$ cat src/rtl/tlb_pkg.sv
package tlb_pkg;
  // strobes from the refill control to the entry store
  typedef struct packed {
    logic wrEn;      // write one entry this edge
    logic wrValid;   // valid bit written with it
    logic clearAll;  // invalidate the whole table
  } tlbStrobe_t;
endpackage

$ cat src/rtl/tlbEntryStore.sv
module tlbEntryStore
  import tlb_pkg::*;
#(
  parameter int ENTRIES  = 16,
  parameter int VPN_W    = 20,
  parameter int PPN_W    = 18,
  parameter int OFFSET_W = 12,
  localparam int IDX_W   = $clog2(ENTRIES),
  localparam int VA_W    = VPN_W + OFFSET_W,
  localparam int PA_W    = PPN_W + OFFSET_W
) (
  input  logic             clk,
  input  logic             rstN,
  input  tlbStrobe_t       strobe,
  input  logic [IDX_W-1:0] wrIdx,
  input  logic [VPN_W-1:0] fillVpn,
  input  logic [PPN_W-1:0] fillPpn,
  input  logic             fillWrAllow,
  input  logic [VA_W-1:0]  vAddr,
  input  logic             isWrite,
  output logic             fillHit,
  output logic [IDX_W-1:0] fillHitIdx,
  output logic             hit,
  output logic             missExc,
  output logic             protExc,
  output logic [PA_W-1:0]  pAddr
);

  logic [ENTRIES-1:0] validQ;
  logic [VPN_W-1:0]   vpnQ [ENTRIES];
  logic [PPN_W-1:0]   ppnQ [ENTRIES];
  logic [ENTRIES-1:0] wrAllowQ;

  logic [VPN_W-1:0]    lookVpn;
  logic [OFFSET_W-1:0] lookOffset;
  logic [ENTRIES-1:0]  lookMatch;
  logic [ENTRIES-1:0]  fillMatch;
  logic [IDX_W-1:0]    hitIdx;

  assign lookVpn    = vAddr[VA_W-1:OFFSET_W];
  assign lookOffset = vAddr[OFFSET_W-1:0];

  // parallel compare, one comparator pair per entry
  for (genvar g = 0; g < ENTRIES; g++) begin : gCmp
    assign lookMatch[g] = validQ[g] && (vpnQ[g] == lookVpn);
    assign fillMatch[g] = validQ[g] && (vpnQ[g] == fillVpn);
  end

  // match vectors are at most one-hot, so OR-encoding yields the index
  always_comb begin
    hitIdx     = '0;
    fillHitIdx = '0;
    for (int i = 0; i < ENTRIES; i++) begin
      if (lookMatch[i]) hitIdx     = hitIdx | IDX_W'(i);
      if (fillMatch[i]) fillHitIdx = fillHitIdx | IDX_W'(i);
    end
  end

  assign fillHit = |fillMatch;
  assign hit     = |lookMatch;
  assign missExc = !hit;
  assign protExc = hit && isWrite && !wrAllowQ[hitIdx];
  assign pAddr   = (hit && !protExc) ? {ppnQ[hitIdx], lookOffset} : '0;

  always_ff @(posedge clk) begin
    if (!rstN || strobe.clearAll) begin
      validQ <= '0;
    end else if (strobe.wrEn) begin
      validQ[wrIdx] <= strobe.wrValid;
    end
  end

  always_ff @(posedge clk) begin
    if (strobe.wrEn && !strobe.clearAll) begin
      vpnQ[wrIdx]     <= fillVpn;
      ppnQ[wrIdx]     <= fillPpn;
      wrAllowQ[wrIdx] <= fillWrAllow;
    end
  end

  // the table never holds the same page twice
  assert_unique_page_R7: assert property (@(posedge clk) disable iff (!rstN)
    $onehot0(lookMatch));

  // a miss never drives an address
  assert_miss_no_addr_R3: assert property (@(posedge clk) disable iff (!rstN)
    missExc |-> (pAddr == '0 && !protExc));

  // protection fault only on a write that matched, with no address
  assert_prot_write_hit_R4: assert property (@(posedge clk) disable iff (!rstN)
    protExc |-> (isWrite && hit && pAddr == '0));

  // a flush empties the table by the next edge
  assert_flush_empties_R8: assert property (@(posedge clk) disable iff (!rstN)
    strobe.clearAll |=> (validQ == '0));

endmodule

$ cat src/rtl/tlbCtrl.sv
module tlbCtrl
  import tlb_pkg::*;
#(
  parameter int ENTRIES = 16,
  localparam int IDX_W  = $clog2(ENTRIES),
  localparam logic [IDX_W-1:0] LAST_IDX = IDX_W'(ENTRIES - 1)
) (
  input  logic             clk,
  input  logic             rstN,
  input  logic             flush,
  input  logic             fillEn,
  input  logic             fillPresent,
  input  logic             fillHit,
  input  logic [IDX_W-1:0] fillHitIdx,
  output tlbStrobe_t       strobe,
  output logic [IDX_W-1:0] wrIdx
);

  logic [IDX_W-1:0] ptrQ;
  logic             allocNow;

  // a new slot is taken only for a resident page not already present
  assign allocNow = !flush && fillEn && fillPresent && !fillHit;

  always_comb begin
    strobe.clearAll = flush;
    strobe.wrEn     = !flush && fillEn && (fillPresent || fillHit);
    strobe.wrValid  = fillPresent;
    wrIdx           = fillHit ? fillHitIdx : ptrQ;
  end

  always_ff @(posedge clk) begin
    if (!rstN || flush) begin
      ptrQ <= '0;
    end else if (allocNow) begin
      ptrQ <= (ptrQ == LAST_IDX) ? '0 : ptrQ + 1'b1;
    end
  end

  // each allocation moves the pointer one slot, wrapping at the end
  assert_ptr_step_R6: assert property (@(posedge clk) disable iff (!rstN)
    allocNow |=> (ptrQ == (($past(ptrQ) == LAST_IDX) ? '0 : $past(ptrQ) + 1'b1)));

  // refilling a resident page leaves the pointer alone
  assert_overwrite_keeps_ptr_R7: assert property (@(posedge clk) disable iff (!rstN)
    (fillEn && fillHit && !flush) |=> $stable(ptrQ));

  // flush returns the pointer to slot 0
  assert_flush_ptr_R8: assert property (@(posedge clk) disable iff (!rstN)
    flush |=> (ptrQ == '0));

  // a non-resident refill never validates an entry
  assert_absent_no_valid_R9: assert property (@(posedge clk) disable iff (!rstN)
    (fillEn && !fillPresent) |-> !(strobe.wrEn && strobe.wrValid));

endmodule

$ cat src/rtl/tlbXlate.sv
module tlbXlate
  import tlb_pkg::*;
#(
  parameter int ENTRIES  = 16,
  parameter int VPN_W    = 20,
  parameter int PPN_W    = 18,
  parameter int OFFSET_W = 12,
  localparam int IDX_W   = $clog2(ENTRIES),
  localparam int VA_W    = VPN_W + OFFSET_W,
  localparam int PA_W    = PPN_W + OFFSET_W
) (
  input  logic             clk,
  input  logic             rstN,
  input  logic             flush,
  input  logic [VA_W-1:0]  vAddr,
  input  logic             isWrite,
  input  logic             fillEn,
  input  logic [VPN_W-1:0] fillVpn,
  input  logic [PPN_W-1:0] fillPpn,
  input  logic             fillWrAllow,
  input  logic             fillPresent,
  output logic [PA_W-1:0]  pAddr,
  output logic             hit,
  output logic             missExc,
  output logic             protExc
);

  tlbStrobe_t       strobe;
  logic [IDX_W-1:0] wrIdx;
  logic             fillHit;
  logic [IDX_W-1:0] fillHitIdx;

  tlbCtrl #(.ENTRIES(ENTRIES)) u_ctrl (
    .clk         (clk),
    .rstN        (rstN),
    .flush       (flush),
    .fillEn      (fillEn),
    .fillPresent (fillPresent),
    .fillHit     (fillHit),
    .fillHitIdx  (fillHitIdx),
    .strobe      (strobe),
    .wrIdx       (wrIdx)
  );

  tlbEntryStore #(
    .ENTRIES  (ENTRIES),
    .VPN_W    (VPN_W),
    .PPN_W    (PPN_W),
    .OFFSET_W (OFFSET_W)
  ) u_store (
    .clk         (clk),
    .rstN        (rstN),
    .strobe      (strobe),
    .wrIdx       (wrIdx),
    .fillVpn     (fillVpn),
    .fillPpn     (fillPpn),
    .fillWrAllow (fillWrAllow),
    .vAddr       (vAddr),
    .isWrite     (isWrite),
    .fillHit     (fillHit),
    .fillHitIdx  (fillHitIdx),
    .hit         (hit),
    .missExc     (missExc),
    .protExc     (protExc),
    .pAddr       (pAddr)
  );

endmodule

$ cat config.mk
export PLATFORM = sky130hd
export DESIGN_NAME = tlbXlate
export DESIGN_NICKNAME = d
export VERILOG_FILES = /design/src/rtl/tlb_pkg.sv /design/src/rtl/tlbEntryStore.sv /design/src/rtl/tlbCtrl.sv /design/src/rtl/tlbXlate.sv
export SDC_FILE = /design/constraint.sdc
export NUM_CORES = 2
export LEC_CHECK = 0
export CORE_ASPECT_RATIO = 1.4
export CORE_MARGIN = 5
export CORE_UTILIZATION = 44
export DETAILED_ROUTE_END_ITERATION = 16
export GPL_ROUTABILITY_DRIVEN = 1
export PLACE_DENSITY_LB_ADDON = 0.15
export SYNTH_ARGS = -nofsm -noshare
export SYNTH_HDL_FRONTEND = slang
export SYNTH_SLANG_ARGS = --single-unit
$ cat constraint.sdc
create_clock -name clk -period 10.3 [get_ports clk]
set_input_delay 1.545 -clock clk [delete_from_list [all_inputs] [get_ports clk]]
set_output_delay 1.545 -clock clk [all_outputs]
set_load 0.005 [all_outputs]
Yosys cells after proc, flatten, opt, wreduce, memory -nomap -nowiden

Memories as Yosys holds them, arrays and structs flattened.
Index checks and enable logic that the tools add are counted.

Register bits after elaboration: 36
RAM bits: 608
Bits of input ports: 77
Output and inout port bits: 33
Word-level logic and storage cells: 134
Memories kept: 2

Memory list:

| name         | depth | bits a word | rd ports | clocked after memory_dff | write ports | RTL line            | text |
|---|---|---|---|---|---|---|---|
| u_store.vpnQ | 16    | 20          | 16       | 0                        | 1           | tlbEntryStore.sv:30 | `logic [VPN_W-1:0] vpnQ [ENTRIES];` |
| u_store.ppnQ | 16    | 18          | 1        | 0                        | 1           | tlbEntryStore.sv:31 | `logic [PPN_W-1:0] ppnQ [ENTRIES];` |

Add/sub/neg operators: 1
$lt $le $gt $ge: 3
Eq/ne operators: 33
Multiplexer cells: 41
Reduce and logical (&&, ||, !) cells: 51

Operator list:

| operator                                            | count |
|---|---|
| == test 20 bit                                      | 32 |
| 2-to-1 mux 4 bit                                    | 18 |
| logical AND 1 bit                                   | 41 |
| bitwise mux 16 bit                                  | 2 |
| OR reduction 16 bit                                 | 2 |
| 2-to-1 mux 30 bit                                   | 1 |
| 2-to-1 mux 3 bit                                    | 8 |
| < comparator 4 x 5 -> 1 bit, second input constant  | 2 |
| 2-to-1 mux 2 bit                                    | 4 |
| logical NOT 1 bit                                   | 6 |
| 2-to-1 mux 1 bit                                    | 6 |
| adder 4 x 1 -> 4 bit, second input constant         | 1 |
| binary-select mux 1 bit (select 4 bit)              | 1 |
| demux 1 bit (select 4 bit)                          | 1 |
| == test 4 bit, second input constant                | 1 |
| >= comparator 4 x 1 -> 1 bit, second input constant | 1 |
| logical OR 1 bit                                    | 2 |

Logic depth before layout (Yosys ltp)

An unclocked memory read counts as a cell.

Depth after elaboration: 25
Depth in mapped cells: 14
Gate-level depth less buffers: 10

Hierarchy

A second synthesis with hierarchy kept.

Cell total of the unflattened synthesis: 2122
Area total of the unflattened synthesis: 31107.3 µm²

Modules (own cells, without submodules):

| module        | times used | cells each | area each (µm²) |
|---|---|---|---|
| tlbEntryStore | 1          | 2088       | 30807.0 |
| tlbCtrl       | 1          | 34         | 300.3 |

Worst setup path after synthesis

No wires, ideal clock.

Path type: input-to-output
Start: input vAddr[13]
End: output pAddr[10]
Arrival time: 4006 ps
Path slack: 4749 ps
Stages: 12
Buffers on the path: 2
Cells stage by stage: buf_4 > xor2_1 > or4_1 > nor3b_2 > a22oi_2 > nand4_4 > mux2_4 > a2bb2oi_2 > a31oi_2 > a21oi_4 > buf_6 > and2_1

Longest elaborated chain between the ends: 24
Elaborated cells on any way between the ends: 56

RTL lines:

| element                                | RTL line            | text |
|---|---|---|
| start: declaration                     | tlbXlate.sv:15      | `input logic [VA_W-1:0] vAddr,` |
| == test 20 bit                         | tlbEntryStore.sv:45 | `assign lookMatch[g] = validQ[g] && (vpnQ[g] == lookVpn);` |
| logical AND 1 bit                      | tlbEntryStore.sv:45 |  |
| 2-to-1 mux 1 bit                       | tlbEntryStore.sv:54 | `if (lookMatch[i]) hitIdx = hitIdx \| IDX_W'(i);` |
| 2-to-1 mux 2 bit (2 in series)         | tlbEntryStore.sv:54 |  |
| 2-to-1 mux 3 bit (4 in series)         | tlbEntryStore.sv:54 |  |
| 2-to-1 mux 4 bit (8 in series)         | tlbEntryStore.sv:54 |  |
| binary-select mux 1 bit (select 4 bit) | tlbEntryStore.sv:62 | `assign protExc = hit && isWrite && !wrAllowQ[hitIdx];` |
| 2-to-1 mux 1 bit (not written as such) | tlbEntryStore.sv:62 |  |
| logical NOT 1 bit                      | tlbEntryStore.sv:62 |  |
| logical AND 1 bit                      | tlbEntryStore.sv:62 |  |
| logical NOT 1 bit                      | tlbEntryStore.sv:63 | `assign pAddr = (hit && !protExc) ? {ppnQ[hitIdx], lookOffset} : '0;` |
| logical AND 1 bit (*)                  | tlbEntryStore.sv:63 |  |
| 2-to-1 mux 30 bit (*)                  | tlbEntryStore.sv:63 |  |
| end: declaration                       | tlbXlate.sv:22      | `output logic [PA_W-1:0] pAddr,` |

Every way passes the cells marked *; elsewhere a longest branch is shown, timed or not. The select of a mux whose other input is x is not followed.

Worst setup path after layout

Start: input vAddr[28]
End: output pAddr[3]

Same word-level chain as after synthesis.

==> results.toml <==
[timing]
minimum_clock_period_ns = 8.98
setup_tns_ns = 0
grt_setup_unrepaired = "no"
fmax_ghz = 0.111
clock-skew-final_ns = 0.0284
worstMarginPinSlew_ns = 1.32
layout_worst_path_cycle_share = 0.872
slew_violations = 0
timing.final.hold_violations = 0
worst_max_slew_margin_expressed_relative_to_the_limit = 0.121
setup_viol = 0

[route]
wl_mm = 99.0
remaining_drc_errors = 0
wl_per_cell_um = 29.4
vias_after_detailed_routing = 19800
1st_iter_drt_viols = 1601
detailedRoute.firstPassIterationCount = 5
routed_via_density = 5.90
ant_nets = 0

[grt]
groute.layer.met1.usage = 0.312
global_route.overflow_total = 0
wire_length_of_the_first_global_routing_pass_mm = 142
grt_usage = 0.248
met3_layer_usage_reported_by_global_route = 0.0361
met2_usage = 0.423
antenna_found_initial = 1
grt_most_used_layer = "met2"
first_global_vias = 20500
grt_start_max_net_pins = 56

[finish]
fin_util = 0.497
layout-area-overhead-vs-synth_pct = 12.2
share_of_layout_cells_above_drive_strength_1 = 0.116
layout.cells.most_common_list = "sky130_fd_sc_hd__edfxtp_1 (624), sky130_fd_sc_hd__xnor2_1 (424), sky130_fd_sc_hd__xor2_1 (220), sky130_fd_sc_hd__mux2i_1 (208), sky130_fd_sc_hd__nand4_1 (135)"
design.final.nets = 2444
final_common_cell = "sky130_fd_sc_hd__edfxtp_1"

[worst_setup_path]
critPathBufInv = 5
timing.critical_path.fanout_max = 55
worst-r2r-cell-count = 8
endpoint_of_the_worst_register_to_register_path = "u_store.ppnQ[13][3]"
crit_path_end_kind = "primary output"
dominant_delay_contributor_by_cell_family_on_the_critical_path = "buffers and inverters"
critical_path_required_ns = 8.76
timing.critical_path.from_type = "primary input"
worst_path_largest_cell_delay_ns = 1.13
crit_arrival_ns = 7.44
critical_path.reg2reg.startpoint = "u_store.vpnQ[1][12]"
timing.critical_path.slowest_stage_cell = "sky130_fd_sc_hd__clkdlybuf4s50_1"
path_cells = "clkdlybuf4s50_1 -> buf_4 -> xnor2_1 -> nand4_1 -> nor4_1 -> a22oi_1 -> nand4_1 -> buf_4 -> nand3_1 -> a31oi_2 -> a21oi_4 -> buf_4 -> and2_1 -> clkdlybuf4s50_1"
worst_setup_sp = "vAddr[28]"
instance_count_on_the_critical_path = 14
path_common_cell = "sky130_fd_sc_hd__buf_4"
endpoint = "pAddr[3]"
timing.setup.critical_path_class = "in2out"
regToRegSetupSlack_ns = 5.36

[placement]
dp_hpwl_mm = 62.7
numPortBuffers = 109
gp_weighted_congestion = 0.946

[synthesis]
synth_enable_flop_cells = 624
post_synth.cell_area_avg_um2 = 14.4
yosysWarningCount = 0
synth_fp_nets = 2311
synth_seq_area_share = 0.595
dominantRegCellSynth = "sky130_fd_sc_hd__edfxtp_1"
syn-cell-area_um2 = 32200
synth_seq_cells = 644
synth_async_sr_flop_share = 0
ys_types = 74
synthCells = 2233

[die]
floorplan.core_area_um2 = 72600
start_util = 0.443
core.rowCount = 117
ports_placed_on_the_boundary = 110
die_area_um2 = 78700
die_w_um = 239
die_h_um = 330

[cts]
cts_hold_repair.buffers = 0
cts_tree = "built"
cts_post_setup_buffers_inserted = 0
tritoncts.num_buffers = 69
post_cts_resized = 0
cts_htree_levels = 3
clock-sinks = 644
clock_latency_on_the_worst_skew_pair_ns = 0.62
root_buffer = "sky130_fd_sc_hd__clkbuf_16"
clock_tree.buffer_depth = 3
cts.clk_slew.worst_paths_ns = 0.06

[status]
outcome = "complete, no violations"

[pwr]
power.density_nw_per_um2 = 157
static-leakage-power_nw = 11.6
peakVddDrop_uv = 161

[hold_path]
hold_path_class = "reg2reg"

[run]
timing.max_cap.violations = 0
-- worst min-delay path by stage --
stage | slack [ns] | to | startpoint | cells past startpoint
after floorplan | 0.48 | u_store.validQ[13] | u_store.validQ[13] | 2
after global placement | 0.51 | u_store.validQ[0] | u_store.validQ[0] | 2
after detailed placement | 0.53 | u_store.validQ[0] | u_store.validQ[0] | 2
after CTS | 0.54 | u_ctrl.ptrQ[3] | u_ctrl.ptrQ[3] | 2
after global routing | 0.56 | u_ctrl.ptrQ[3] | u_ctrl.ptrQ[3] | 2
final | 0.55 | u_store.validQ[0] | u_store.validQ[0] | 2
-- sequential cells by signal, summed over array words and instances (netlist names) --
signal            cells
u_store.ppnQ        288
u_store.vpnQ        320
u_store.validQ       16
u_ctrl.ptrQ           4
u_store.wrAllowQ     16
-- routing by layer --
metal	wire, um	vias up
met1	39800	10200
li1	-	8646
met2	48600	752
met4	5000	0
met3	5670	245
met5	0	-
-- where the power goes --
part	switching, mW	leakage (nW)	internal, mW
sequential	0.00295	5.77	2.88
clock	1.01	1.07	1.42
combinational	0.243	4.76	0.121
-- cell type report --
| cell class | count | area, um2 |
|---|---|---|
| Inverter | 10 | 37.5 |
| Tap cell | 952 | 1190 |
| Sequential cell | 644 | 19100 |
| Multi-Input combinational cell | 1451 | 12000 |
| Clock inverter | 29 | 259 |
| Fill cell | 6245 | 36500 |
| Clock buffer | 89 | 1910 |
| Antenna cell | 1 | 2.50 |
| Timing Repair Buffer | 190 | 1580 |
-- cell usage after synthesis, drive strengths merged, types with 6 or more instances --
cell,count,area (um2)
nor2,27,106
nand3,44,225
mux2i,208,2080
a22oi,12,110
a211oi,36,320
clkbuf,7,30.0
nor4,96,632
nand4,137,878
o211a,18,180
mux2,20,229
nor3b,14,135
dfxtp,20,400
and2,14,87.6
or2,6,37.5
edfxtp,624,18700
xor2,220,1930
inv,10,37.5
xnor2,424,3710
and3,38,238
nor3,20,145
nand2,40,166
a211o,18,158
buf,120,1050
or4,6,48.8
nand4b,6,52.6
-- metrics by stage --
| step | instances | total power [mW] | cell area (um2) | hold slack, ns | setup WS (ns) |
|---|---|---|---|---|---|
| 2_1_floorplan | 2233 | 3.15 | 32200 | 0.479 | 4.75 |
| 3_3_place_gp | 3247 | 3.29 | 34000 | 0.509 | 1.48 |
| 3_5_place_dp | 3247 | 3.29 | 34000 | 0.527 | 1.41 |
| 4_1_cts | 3365 | 5.72 | 36100 | 0.539 | 1.40 |
| 5_1_grt | 3365 | 5.85 | 36100 | 0.556 | 1.26 |
| 6_report | 3366 | 5.68 | 36100 | 0.548 | 1.32 |
-- cells by family after synthesis --
family          after synthesis  synth area share
flops                       644             0.595
compound gates              107            0.0317
buf+inv                     138            0.0349
simple gates                471            0.0912
xor+xnor                    644             0.175
mux                         228            0.0718
fa+ha+maj                     1          0.000389
-- tightest hold or removal path, cell delays in order, from the launching register on --
cell and delay [ns]:
sky130_fd_sc_hd__dfxtp_1 0.32, sky130_fd_sc_hd__mux2i_1 0.12, sky130_fd_sc_hd__nor2_1 0.05
No activity file was read; power rests on OpenSTA's default activity.
